**src/rtl/phl_irq_pkg.sv**
```systemverilog
// Package: bit layout and per-bit behaviour class of the interrupt registers.
// Assumes a fixed 16-bit register word.
package phl_irq_pkg;
    localparam int DATA_W = 16;

    // Behaviour class of one status bit.
    typedef enum logic [1:0] {
        K_NONE = 2'd0,  // reserved, constant 0
        K_SW   = 2'd1,  // software loaded
        K_W1C  = 2'd2,  // hardware set, write-1-to-clear
        K_SIDE = 2'd3   // hardware set, cleared by a side access
    } bit_kind_t;

    localparam logic [DATA_W-1:0] MASK_RW_BITS = 16'hFF0F;
    localparam int SIDE_BIT = 9;

    // Return the class of status bit idx.
    function automatic bit_kind_t kind_of(input int idx);
        if (idx >= 10)            return K_SW;
        else if (idx == SIDE_BIT) return K_SIDE;
        else if (idx == 8)        return K_W1C;
        else if (idx <= 3)        return K_W1C;
        else                      return K_NONE;
    endfunction
endpackage

```
**src/rtl/phl_irq_mask_reg.sv**
```systemverilog
// Module: interrupt mask register.
// Holds the writable mask bits. Reserved bits are tied to 0 through the
// package mask. Assumes wr_en is already decoded for this register.
module phl_irq_mask_reg
    import phl_irq_pkg::*;
(
    input  logic              clk,
    input  logic              rst_n,
    input  logic              wr_en,
    input  logic [DATA_W-1:0] wdata,
    output logic [DATA_W-1:0] mask_q
);
    // Load the writable bits on a decoded write.
    always_ff @(posedge clk) begin
        if (!rst_n)     mask_q <= '0;
        else if (wr_en) mask_q <= wdata & MASK_RW_BITS;
    end
endmodule

```
**src/rtl/phl_irq_status_reg.sv**
```systemverilog
// Module: interrupt status register.
// One cell per bit, picked by the package class. Set events win over
// clears. Assumes events are one-cycle pulses already placed on their bit.
module phl_irq_status_reg
    import phl_irq_pkg::*;
(
    input  logic              clk,
    input  logic              rst_n,
    input  logic              wr_en,
    input  logic [DATA_W-1:0] wdata,
    input  logic [DATA_W-1:0] evt,
    input  logic              side_clr,
    output logic [DATA_W-1:0] stat_q
);
    for (genvar i = 0; i < DATA_W; i++) begin : g_bit
        if (kind_of(i) == K_SW) begin : g_sw
            logic b;
            // Software bit: takes the written value.
            always_ff @(posedge clk) begin
                if (!rst_n)     b <= 1'b0;
                else if (wr_en) b <= wdata[i];
            end
            assign stat_q[i] = b;
        end else if (kind_of(i) == K_W1C) begin : g_w1c
            logic b;
            // Event sets; write-1 clears; set has priority.
            always_ff @(posedge clk) begin
                if (!rst_n)                  b <= 1'b0;
                else if (evt[i])             b <= 1'b1;
                else if (wr_en && wdata[i])  b <= 1'b0;
            end
            assign stat_q[i] = b;
        end else if (kind_of(i) == K_SIDE) begin : g_side
            logic b;
            // Event sets; side access clears; set has priority.
            always_ff @(posedge clk) begin
                if (!rst_n)        b <= 1'b0;
                else if (evt[i])   b <= 1'b1;
                else if (side_clr) b <= 1'b0;
            end
            assign stat_q[i] = b;
        end else begin : g_rsv
            assign stat_q[i] = 1'b0;
        end
    end

    // Inputs that no cell uses, by construction of the layout.
    logic unused_inputs;
    assign unused_inputs = ^{evt[15:10], evt[7:4], wdata[9], wdata[7:4]};
endmodule

```
**src/rtl/phl_irq_pin.sv**
```systemverilog
// Module: registered active-low interrupt pin.
// Drives low when any unmasked status bit is set. The pin lags the
// registers by one cycle.
module phl_irq_pin
    import phl_irq_pkg::*;
(
    input  logic              clk,
    input  logic              rst_n,
    input  logic [DATA_W-1:0] stat_q,
    input  logic [DATA_W-1:0] mask_q,
    output logic              irq_n
);
    // Register the reduced pending term.
    always_ff @(posedge clk) begin
        if (!rst_n) irq_n <= 1'b1;
        else        irq_n <= ~|(stat_q & ~mask_q);
    end
endmodule

```
**src/rtl/phl_irq_ctrl.sv**
```systemverilog
// Module: masked interrupt status controller (top).
// Decodes the register port, gathers hardware events onto their status
// bits and muxes read data. Assumes single-cycle strobes from the host.
module phl_irq_ctrl
    import phl_irq_pkg::*;
#(
    parameter int              ADDR_W    = 5,
    parameter logic [ADDR_W-1:0] MASK_ADDR = 5'd18,
    parameter logic [ADDR_W-1:0] STAT_ADDR = 5'd19
) (
    input  logic              clk,
    input  logic              rst_n,
    input  logic [ADDR_W-1:0] reg_addr,
    input  logic [15:0]       reg_wdata,
    input  logic              reg_wr,
    input  logic              reg_rd,
    output logic [15:0]       reg_rdata,
    input  logic              rxcmd_hi_acc,
    input  logic              ev_rxcmd_vld,
    input  logic              ev_txcmd_rdy,
    input  logic              ev_pkt_rx,
    input  logic              ev_pkt_tx,
    input  logic              ev_rcmd_rx,
    input  logic              ev_rcmd_tx,
    output logic              irq_n
);
    logic              mask_wr, stat_wr;
    logic [DATA_W-1:0] mask_q, stat_q, evt_vec;

    assign mask_wr = reg_wr && (reg_addr == MASK_ADDR);
    assign stat_wr = reg_wr && (reg_addr == STAT_ADDR);

    // Place each event on its status bit position.
    assign evt_vec = {6'b0, ev_rxcmd_vld, ev_txcmd_rdy, 4'b0,
                      ev_pkt_rx, ev_pkt_tx, ev_rcmd_rx, ev_rcmd_tx};

    phl_irq_mask_reg u_mask (
        .clk(clk), .rst_n(rst_n), .wr_en(mask_wr),
        .wdata(reg_wdata), .mask_q(mask_q)
    );

    phl_irq_status_reg u_stat (
        .clk(clk), .rst_n(rst_n), .wr_en(stat_wr), .wdata(reg_wdata),
        .evt(evt_vec), .side_clr(rxcmd_hi_acc), .stat_q(stat_q)
    );

    phl_irq_pin u_pin (
        .clk(clk), .rst_n(rst_n), .stat_q(stat_q),
        .mask_q(mask_q), .irq_n(irq_n)
    );

    // Read mux: zero unless a read hits a mapped register.
    always_comb begin
        reg_rdata = '0;
        if (reg_rd) begin
            if (reg_addr == MASK_ADDR)      reg_rdata = mask_q;
            else if (reg_addr == STAT_ADDR) reg_rdata = stat_q;
        end
    end
endmodule

```
**config.mk**
```make
export PLATFORM = sky130hd
export DESIGN_NAME = phl_irq_ctrl
export DESIGN_NICKNAME = d
export VERILOG_FILES = /design/src/rtl/phl_irq_pkg.sv /design/src/rtl/phl_irq_mask_reg.sv /design/src/rtl/phl_irq_status_reg.sv /design/src/rtl/phl_irq_pin.sv /design/src/rtl/phl_irq_ctrl.sv
export SDC_FILE = /design/constraint.sdc
export NUM_CORES = 1
export LEC_CHECK = 0
export BUFFER_PORTS_ARGS = -buffer_cell sky130_fd_sc_hd__buf_2
export CORE_MARGIN = 4
export CORE_UTILIZATION = 45
export DETAILED_ROUTE_END_ITERATION = 8
export PLACE_DENSITY = 0.77
export SYNTH_ARGS = -nofsm -noshare
export SYNTH_HDL_FRONTEND = slang
export SYNTH_SLANG_ARGS = --single-unit
```
**constraint.sdc**
```tcl
create_clock -name clk -period 1.2 [get_ports clk]
set_input_delay 0.06 -clock clk [delete_from_list [all_inputs] [get_ports clk]]
set_output_delay 0.06 -clock clk [all_outputs]
set_load 0.01 [all_outputs]
```
## After elaboration in Yosys (flattened, before gate mapping)

Cells that the tools add are included.

| storage, ports and cells | value |
|---|---|
| register bits | 25 |
| input bits | 32 |
| output and inout bits | 17 |

| cells by class | value |
|---|---|
| bitwise gates (word level) | 2 |
| equal/unequal tests | 2 |
| reductions and logical operators | 15 |
| mux-type cells | 15 |

Operators by type and width:

| cell | count |
|---|---|
| $mux W16 | 3 |
| $and A16 B16 Y16 | 1 |
| $not A16 Y16 | 1 |
| $reduce_or A16 Y1 | 1 |
| $mux W1 | 12 |
| $reduce_bool A2 Y1 | 6 |
| $eq A5 B5 Y1 const B | 2 |
| $logic_and A1 B1 Y1 | 7 |
| $logic_not A1 Y1 | 1 |

## Depth between registers and ports, before layout

Gate-level depths: netlist of run 1.

| depth | value |
|---|---|
| depth in word-level cells | 5 |
| gate-level depth with buffers | 5 |
| mapped depth without buffers | 3 |

## Hierarchy

From an unflattened synthesis of run 1, not the netlist that was laid out.

| unflattened totals | value |
|---|---|
| cell total of the unflattened synthesis | 171 |
| area total of the unflattened synthesis | 1,647.8 um^2 |

Modules (own cells, without submodules):

| module | times used | sequential area each (um^2) | area an instance (um^2) | cells each |
|---|---|---|---|---|
| phl_irq_status_reg | 1 | 240.2 | 566.8 | 60 |
| phl_irq_mask_reg | 1 | 240.2 | 484.2 | 43 |
| phl_irq_ctrl | 1 | 0.0 | 410.4 | 43 |
| phl_irq_pin | 1 | 20.0 | 186.4 | 25 |

## Least setup slack after synthesis of run 1

OpenSTA, ideal clock, no wires.

| path | value |
|---|---|
| path type | input port to flip-flop |
| from | in reg_addr[3] |
| to | reg u_mask.mask_q[0] |
| slack | 0.272 ns |
| cell stages on the path | 5 |
| path buffers | 2 |
| setup time | 0.072 ns |
| required time | 1.128 ns |
| arrival | 0.856 ns |
| cell sequence | nor3b_2 and4b_1 buf_4 buf_12 mux2i_1 |

| on the way | value |
|---|---|
| word-level cells in the longest chain between the ends | 2 |

Ends and longest elaborated chain:

| element | RTL line | text |
|---|---|---|
| start: declaration | phl_irq_ctrl.sv:13 | `input logic [ADDR_W-1:0] reg_addr,` |
| $eq A5 B5 Y1 | phl_irq_ctrl.sv:30 | `assign mask_wr = reg_wr && (reg_addr == MASK_ADDR);` |
| $logic_and A1 B1 Y1 | phl_irq_ctrl.sv:30 |  |
| end signal: assignment | phl_irq_mask_reg.sv:16 | `else if (wr_en) mask_q <= wdata & MASK_RW_BITS;` |
| end: declaration | phl_irq_mask_reg.sv:11 | `output logic [DATA_W-1:0] mask_q` |

Every way passes these cells.
A chain may end at the register's enable or synchronous reset.

## Final worst setup path of run 1

| path | value |
|---|---|
| from | reg u_stat.g_bit[11].g_sw.b |
| to | out reg_rdata[11] |

| on the way | value |
|---|---|
| word-level cells in the longest chain between the ends | 3 |

Ends and longest elaborated chain:

| element | RTL line | text |
|---|---|---|
| start: declaration | phl_irq_status_reg.sv:17 | `logic b;` |
| start signal: assignment | phl_irq_status_reg.sv:21 | `else if (wr_en) b <= wdata[i];` |
| $mux W16 | phl_irq_ctrl.sv:57 | `else if (reg_addr == STAT_ADDR) reg_rdata = stat_q;` |
| $mux W16 | phl_irq_ctrl.sv:56 | `if (reg_addr == MASK_ADDR) reg_rdata = mask_q;` |
| $mux W16 | phl_irq_ctrl.sv:55 | `if (reg_rd) begin` |
| end: declaration | phl_irq_ctrl.sv:17 | `output logic [15:0] reg_rdata,` |

Every way passes these cells.

==> results of run 1 <==
## Yosys cell counts, types with 2 or more instances
master / count
clkbuf_1: 2
mux2i_1: 30
buf_4: 7
nor2_1: 12
dfxtp_1: 25
o2111ai_1: 3
o21ai_0: 5
buf_2: 2
nand2_1: 30
a31oi_1: 5
inv_1: 8
nand2b_1: 9
buf_1: 2
## worst max path at each step
stage,end,slack [ns],depth (start not counted)
after floorplan,u_mask.mask_q[0],0.27,5
after global placement,u_mask.mask_q[9],0.17,5
after detailed placement,u_mask.mask_q[13],0.06,5
after CTS,reg_rdata[2],0.11,3
after global routing,reg_rdata[15],0.06,3
final,reg_rdata[11],0.11,3
## final cells by class
| type | instances | area share (%) |
|---|---|---|
| inverter | 8 | 1.81 |
| clock buffer | 3 | 1.36 |
| tap | 31 | 2.34 |
| sequential | 25 | 30.2 |
| timing repair buffer | 60 | 23.7 |
| clock inverter | 1 | 0.302 |
| multi-input combinational | 105 | 40.3 |
## worst reg2reg max path: cells and delay by family (launching register included)
kind               cells  cell delay (ns)
AOI/OAI and AO/OA      2             0.38
DFF                    1             0.38
and+or+nand+nor        1             0.11
## sequential cells by signal (all words and copies together), names as in the netlist
register	flops
u_pin.irq_n	1
u_stat.g_bit.g_sw.b	6
u_mask.mask_q	12
u_stat.g_bit.g_w1c.b	5
u_stat.g_bit.g_side.b	1
## cell families (layout without fill, tap and decap cells)
group	after synthesis	in the layout
other	1	4
muxes	30	30
DFF	25	25
AOI/OAI and AO/OA	15	15
and+or+nand+nor	56	56
buffers and inverters	22	72
## routing by layer
| metal | global-route usage, % | vias up | wire (µm) | share of wire, % |
|---|---|---|---|---|
| met5 | 0 | - | 0 | 0 |
| met4 | 6.36 | 0 | 62 | 2.1 |
| met3 | 2.94 | 8 | 134 | 4.5 |
| met2 | 30.4 | 35 | 1570 | 53 |
| met1 | 19.7 | 547 | 1190 | 40 |
| li1 | - | 592 | - | - |
## power breakdown
part / switching [mW] / internal, mW
Combinational: 0.0991 / 0.114
Sequential: 0.0144 / 0.852
Clock: 0.253 / 0.125
Total: 0.366 / 1.09
## timing repair
action / in CTS / in global routing
hold endpoints to repair: 12 / 0
hold buffers: 12 / 0
endpoints found under the setup margin: 0 / 0
==> qor.txt, run 1 <==
Worst hold path class -> input port to flip-flop
Setup TNS -> 0 ns
Pwr dens -> 878 mW/mm²
RSZ-0062 raised after global routing -> false
Hold path start -> reg_wdata[12]
Final Non-Filler Cells -> 233
Post-route minimum period -> 1.09 ns
Final WL -> 2960 µm
Clk buf depth -> 2
Post-synthesis sequential area ratio -> 38.9%
Routed vias/inst -> 5.07
R2r endpoint -> u_pin.irq_n
Crit path buf inv count -> 1
Post-route ant nets -> 0
Hold_ws -> 0.00373 ns
Clk root buf -> clkbuf_4
Placeable Area -> 0.00273 mm²
Vias post-DR -> 1182
Total gr overflow -> 0
Fin nets -> 235
GRT Resource Usage Total -> 16.8%
Clock H-tree levels -> 1
Worst Setup End Kind -> primary output
Core Util, Final -> 60.7%
Die X-Extent -> 61.5 µm
I/O pins -> 49
Status -> complete, no violations
Hold endpoint -> u_mask.mask_q[12]
R2R depth -> 3
Slowest cell on crit path -> dfxtp_1
Most common cell after layout, fill and taps aside -> buf_2
Final Hold Viols -> 0
Hold path cells -> 3
Synth area leaders -> dfxtp_1 (39%), mux2i_1 (23%), nand2_1 (8.8%)
Compound-Gate Fraction of Synth Area -> 7.59%
Maximum VDD drop -> 0.000739 V
Post-synthesis sequential element count -> 25
Routability cong. -> 0.798
Clock sinks -> 25
Cell family with most CP delay -> flip-flops
Starting Density -> 47.0%
Crit path largest cell delay -> 0.35 ns
Startpoint types -> flip-flop
Post-route setup slack -> 0.111 ns
Fill cells -> 235
EDFF count, synth -> 0
R2R Setup Slk -> 0.25 ns
Area of the multi-input gates -> 669 µm²
Post-CTS Setup Inserts -> 0
DRC viols -> 0
Largest net degree at the start of global routing -> 20
Synth Flop Type -> dfxtp_1
First-pass GRT wire length -> 4740 µm
Worst-path cell chain -> mux2i_1 > nor2_1 > buf_2
Synth area leader -> dfxtp_1
CP max FO -> 3
Cell area after layout -> 0.00166 mm²
Syn avg cell area -> 8.63 µm²
Num CTS Buffers -> 3
Power consumption -> 1.46 mW
Synthesis Warnings -> 0
Die boundary height -> 61.5 µm
Num rows -> 19
Area share of the largest cell type after synthesis -> 38.9%
CTS tree -> built
Max Slew Vio Count -> 0
Largest family of logic cells by synthesized area -> multiplexers
Hpwl dp -> 2250 µm
Ratio of cells with drive above 1 in the final layout -> 26.2%
Final period util -> 90.7%
Die area -> 0.00378 mm²
Sequential standard cell area -> 500 µm²
DR pass1 iterations -> 4
Max Cap Viol -> 0
Unique masters post-synth -> 22
Async SR Flop Fraction -> 0%
Crit path kind -> flip-flop to primary output
Simple-Gate Fraction of Synth Area -> 19.9%
Post-synthesis cell count -> 149
Pleak -> 0.740 nW
Vias in the first global route -> 1126
DRT iter0 DRCs -> 18
Reg-to-reg critical path startpoint -> u_mask.mask_q[8]
Clk_lat worst skew -> 0.31 ns
Crit path DAT -> 1.03 ns
Place WS -> 0.0632 ns
Diodes inserted -> 0
CTS resizes -> 0
Final setup vio count -> 0
Wirelength per Cell -> 12.7 µm
Critical Path Start -> u_stat.g_bit[11].g_sw.b
I/O Buffers -> 40
Most frequent cells in the layout -> buf_2 (40), mux2i_1 (30), nand2_1 (30)
Final Skew -> 0.00467 ns
DP Area -> 0.00151 mm²
Adder-Cell Fraction of Synth Area -> 0%
Synth Area in XOR/XNOR -> 0%
Worst EP required -> 1.14 ns
Mux share of post-synthesis cell area -> 23.3%
CTS clk-pin slew, worst paths -> 0.14 ns
Synth Cell Area -> 0.00129 mm²
Area Overhead vs Synth -> 29.0%
Initial antenna violation count -> 0
Placed cell count -> 217
Max Fclk -> 919 MHz
Power figures use the tool's default switching activity.
==> run 2, diff against run 1 <==
CORE_UTILIZATION = 50   (was 45)
CTS_BUF_LIST = sky130_fd_sc_hd__clkbuf_8   (was not set)
PLACE_DENSITY = 0.84   (was 0.77)
==> run 2 against run 1 <==
Core utilization up 4.9 points; count of clock-buffer cells in the layout unchanged; final cell count down 4.3%; critical path type unchanged; critical endpoint is now reg_rdata[2]; highest routed layer unchanged.
==> qor.txt, run 2 (same netlist as run 1, synthesis figures left out) <==
R2R Setup Slk -> 0.26 ns
Clk buf depth -> 2
Startpoint types -> flip-flop
Max Cap Viol -> 0
DRC viols -> 0
Cell family with most CP delay -> flip-flops
Die X-Extent -> 58.7 µm
Largest net degree at the start of global routing -> 38
Largest Register -> u_mask.mask_q
Combinational share of power -> 12.2%
Worst EP required -> 1.14 ns
Num CTS Buffers -> 3
I/O pins -> 49
Stages on worst setup path -> 3
Ratio of cells with drive above 1 in the final layout -> 25.9%
Clk_lat worst skew -> 0.28 ns
CP endpoint -> reg_rdata[2]
Total gr overflow -> 0
Max Slew Vio Count -> 0
Worst-path cell chain -> mux2i_1 > nor2_1 > buf_2
Diodes inserted -> 0
Most common cell after layout, fill and taps aside -> buf_2
Clock sinks -> 25
Placeable Area -> 0.00245 mm²
Pwr dens -> 985 mW/mm²
Area Overhead vs Synth -> 25.2%
Crit path kind -> flip-flop to primary output
Register share of total power -> 54.5%
Pint -> 1.19 mW
RSZ-0062 raised after global routing -> false
Hpwl dp -> 2210 µm
First-pass GRT wire length -> 4750 µm
Die boundary height -> 58.7 µm
Net Switching -> 0.396 mW
Crit path largest cell delay -> 0.38 ns
Max Fclk -> 952 MHz
I/O Buffers -> 40
Final Hold Viols -> 0
Initial antenna violation count -> 0
R2r endpoint -> u_pin.irq_n
Final setup vio count -> 0
DR pass1 iterations -> 4
Fill cells -> 221
Sw Share -> 24.9%
CTS resizes -> 0
Max FFs per register -> 12
CTS tree -> built
Pleak -> 0.708 nW
Reg-to-reg critical path startpoint -> u_mask.mask_q[8]
Slowest cell on crit path -> dfxtp_1
Num rows -> 18
Worst hold path class -> input port to flip-flop
Regs by FF count -> u_mask.mask_q x12, u_stat.g_bit.g_sw.b x6, u_stat.g_bit.g_w1c.b x5
DRT iter0 DRCs -> 28
Setup TNS -> 0 ns
Post-route ant nets -> 0
GRT Resource Usage Total -> 18.0%
Post-route minimum period -> 1.05 ns
Place WS -> 0.0639 ns
Critical Path Start -> u_mask.mask_q[2]
Clock H-tree levels -> 1
Crit path buf inv count -> 1
Post-route setup slack -> 0.149 ns
Vias in the first global route -> 1099
CP max FO -> 3
CTS clk-pin slew, worst paths -> 0.09 ns
Starting Density -> 52.4%
Final Skew -> 0.00366 ns
Final WL -> 3060 µm
Worst Setup End Kind -> primary output
Fin nets -> 226
Final period util -> 87.5%
Vias post-DR -> 1147
Maximum VDD drop -> 0.00116 V
Clock power frac -> 33.2%
Clk root buf -> clkbuf_8
Die area -> 0.00345 mm²
Routability cong. -> 0.737
Crit path DAT -> 0.99 ns
R2R depth -> 3
Wirelength per Cell -> 13.7 µm
Routed vias/inst -> 5.14
Most frequent cells in the layout -> buf_2 (40), mux2i_1 (30), nand2_1 (30)
Status -> complete, no violations
==> run 2: worst min path at each step <==
stage | startpoint | endpoint | slack (ns) | depth (start not counted)
3_3_place_gp | reg_wdata[8] | u_stat.g_bit[8].g_w1c.b | 0.27 | 2
6_report | ev_pkt_tx | u_stat.g_bit[2].g_w1c.b | 0.04 | 3
5_1_grt | ev_pkt_tx | u_stat.g_bit[2].g_w1c.b | 0.02 | 3
2_1_floorplan | reg_wdata[2] | u_stat.g_bit[2].g_w1c.b | 0.17 | 1
3_5_place_dp | reg_wdata[1] | u_stat.g_bit[1].g_w1c.b | 0.28 | 2
4_1_cts | ev_rxcmd_vld | u_stat.g_bit[9].g_side.b | 0.002 | 2
==> run 2: area by class of cell <==
cell class	instances	area [µm²]	area share (%)
multi-input combinational	105	669	41.6
sequential	25	500	31.1
timing repair buffer	51	323	20.0
clock buffer	3	41.3	2.56
tap	30	37.5	2.33
inverter	8	30.0	1.86
clock inverter	1	8.76	0.544
==> run 2: power by group through the flow <==
stage	clock network, mW	logic [mW]	registers [mW]
2_1_floorplan	0	0.114	0.882
3_3_place_gp	0	0.168	0.882
3_5_place_dp	0	0.176	0.884
4_1_cts	0.537	0.191	0.864
5_1_grt	0.583	0.215	0.867
6_report	0.527	0.194	0.865
==> run 2: repair_timing <==
item | CTS | global route
endpoints found under the hold margin | 5 | 1
hold buffers | 5 | 1
buffers inserted | 0 | 0
setup endpoints to repair | 0 | 0
==> run 2: per-stage QoR <==
step	instance area (µm²)	hold slack, ns	utilization (%)	power, mW	cells
2_1_floorplan	1300	0.167	-	0.995	152
3_3_place_gp	1500	0.267	61.1	1.05	213
3_5_place_dp	1500	0.280	61.1	1.06	213
4_1_cts	1600	0.00153	65.2	1.59	222
5_1_grt	1610	0.0222	65.6	1.66	223
6_report	1610	0.0359	65.6	1.59	223
==> run 2: per-layer routing <==
metal / vias up / wire length (µm) / track usage [%] / part of all wire (%)
li1: 572 / - / - / -
met1: 539 / 1180 / 20.2 / 39
met2: 32 / 1670 / 31.9 / 55
met3: 4 / 183 / 5.92 / 6.0
met4: 0 / 19 / 6.15 / 0.62
met5: - / 0 / 0 / 0
==> run 2: worst register-to-register path: cells and delay by family (launching register included) <==
| kind | cells | cell delay [ns] |
|---|---|---|
| AO/OA/AOI/OAI | 2 | 0.38 |
| flip-flops | 1 | 0.35 |
| AND/OR/NAND/NOR | 1 | 0.15 |
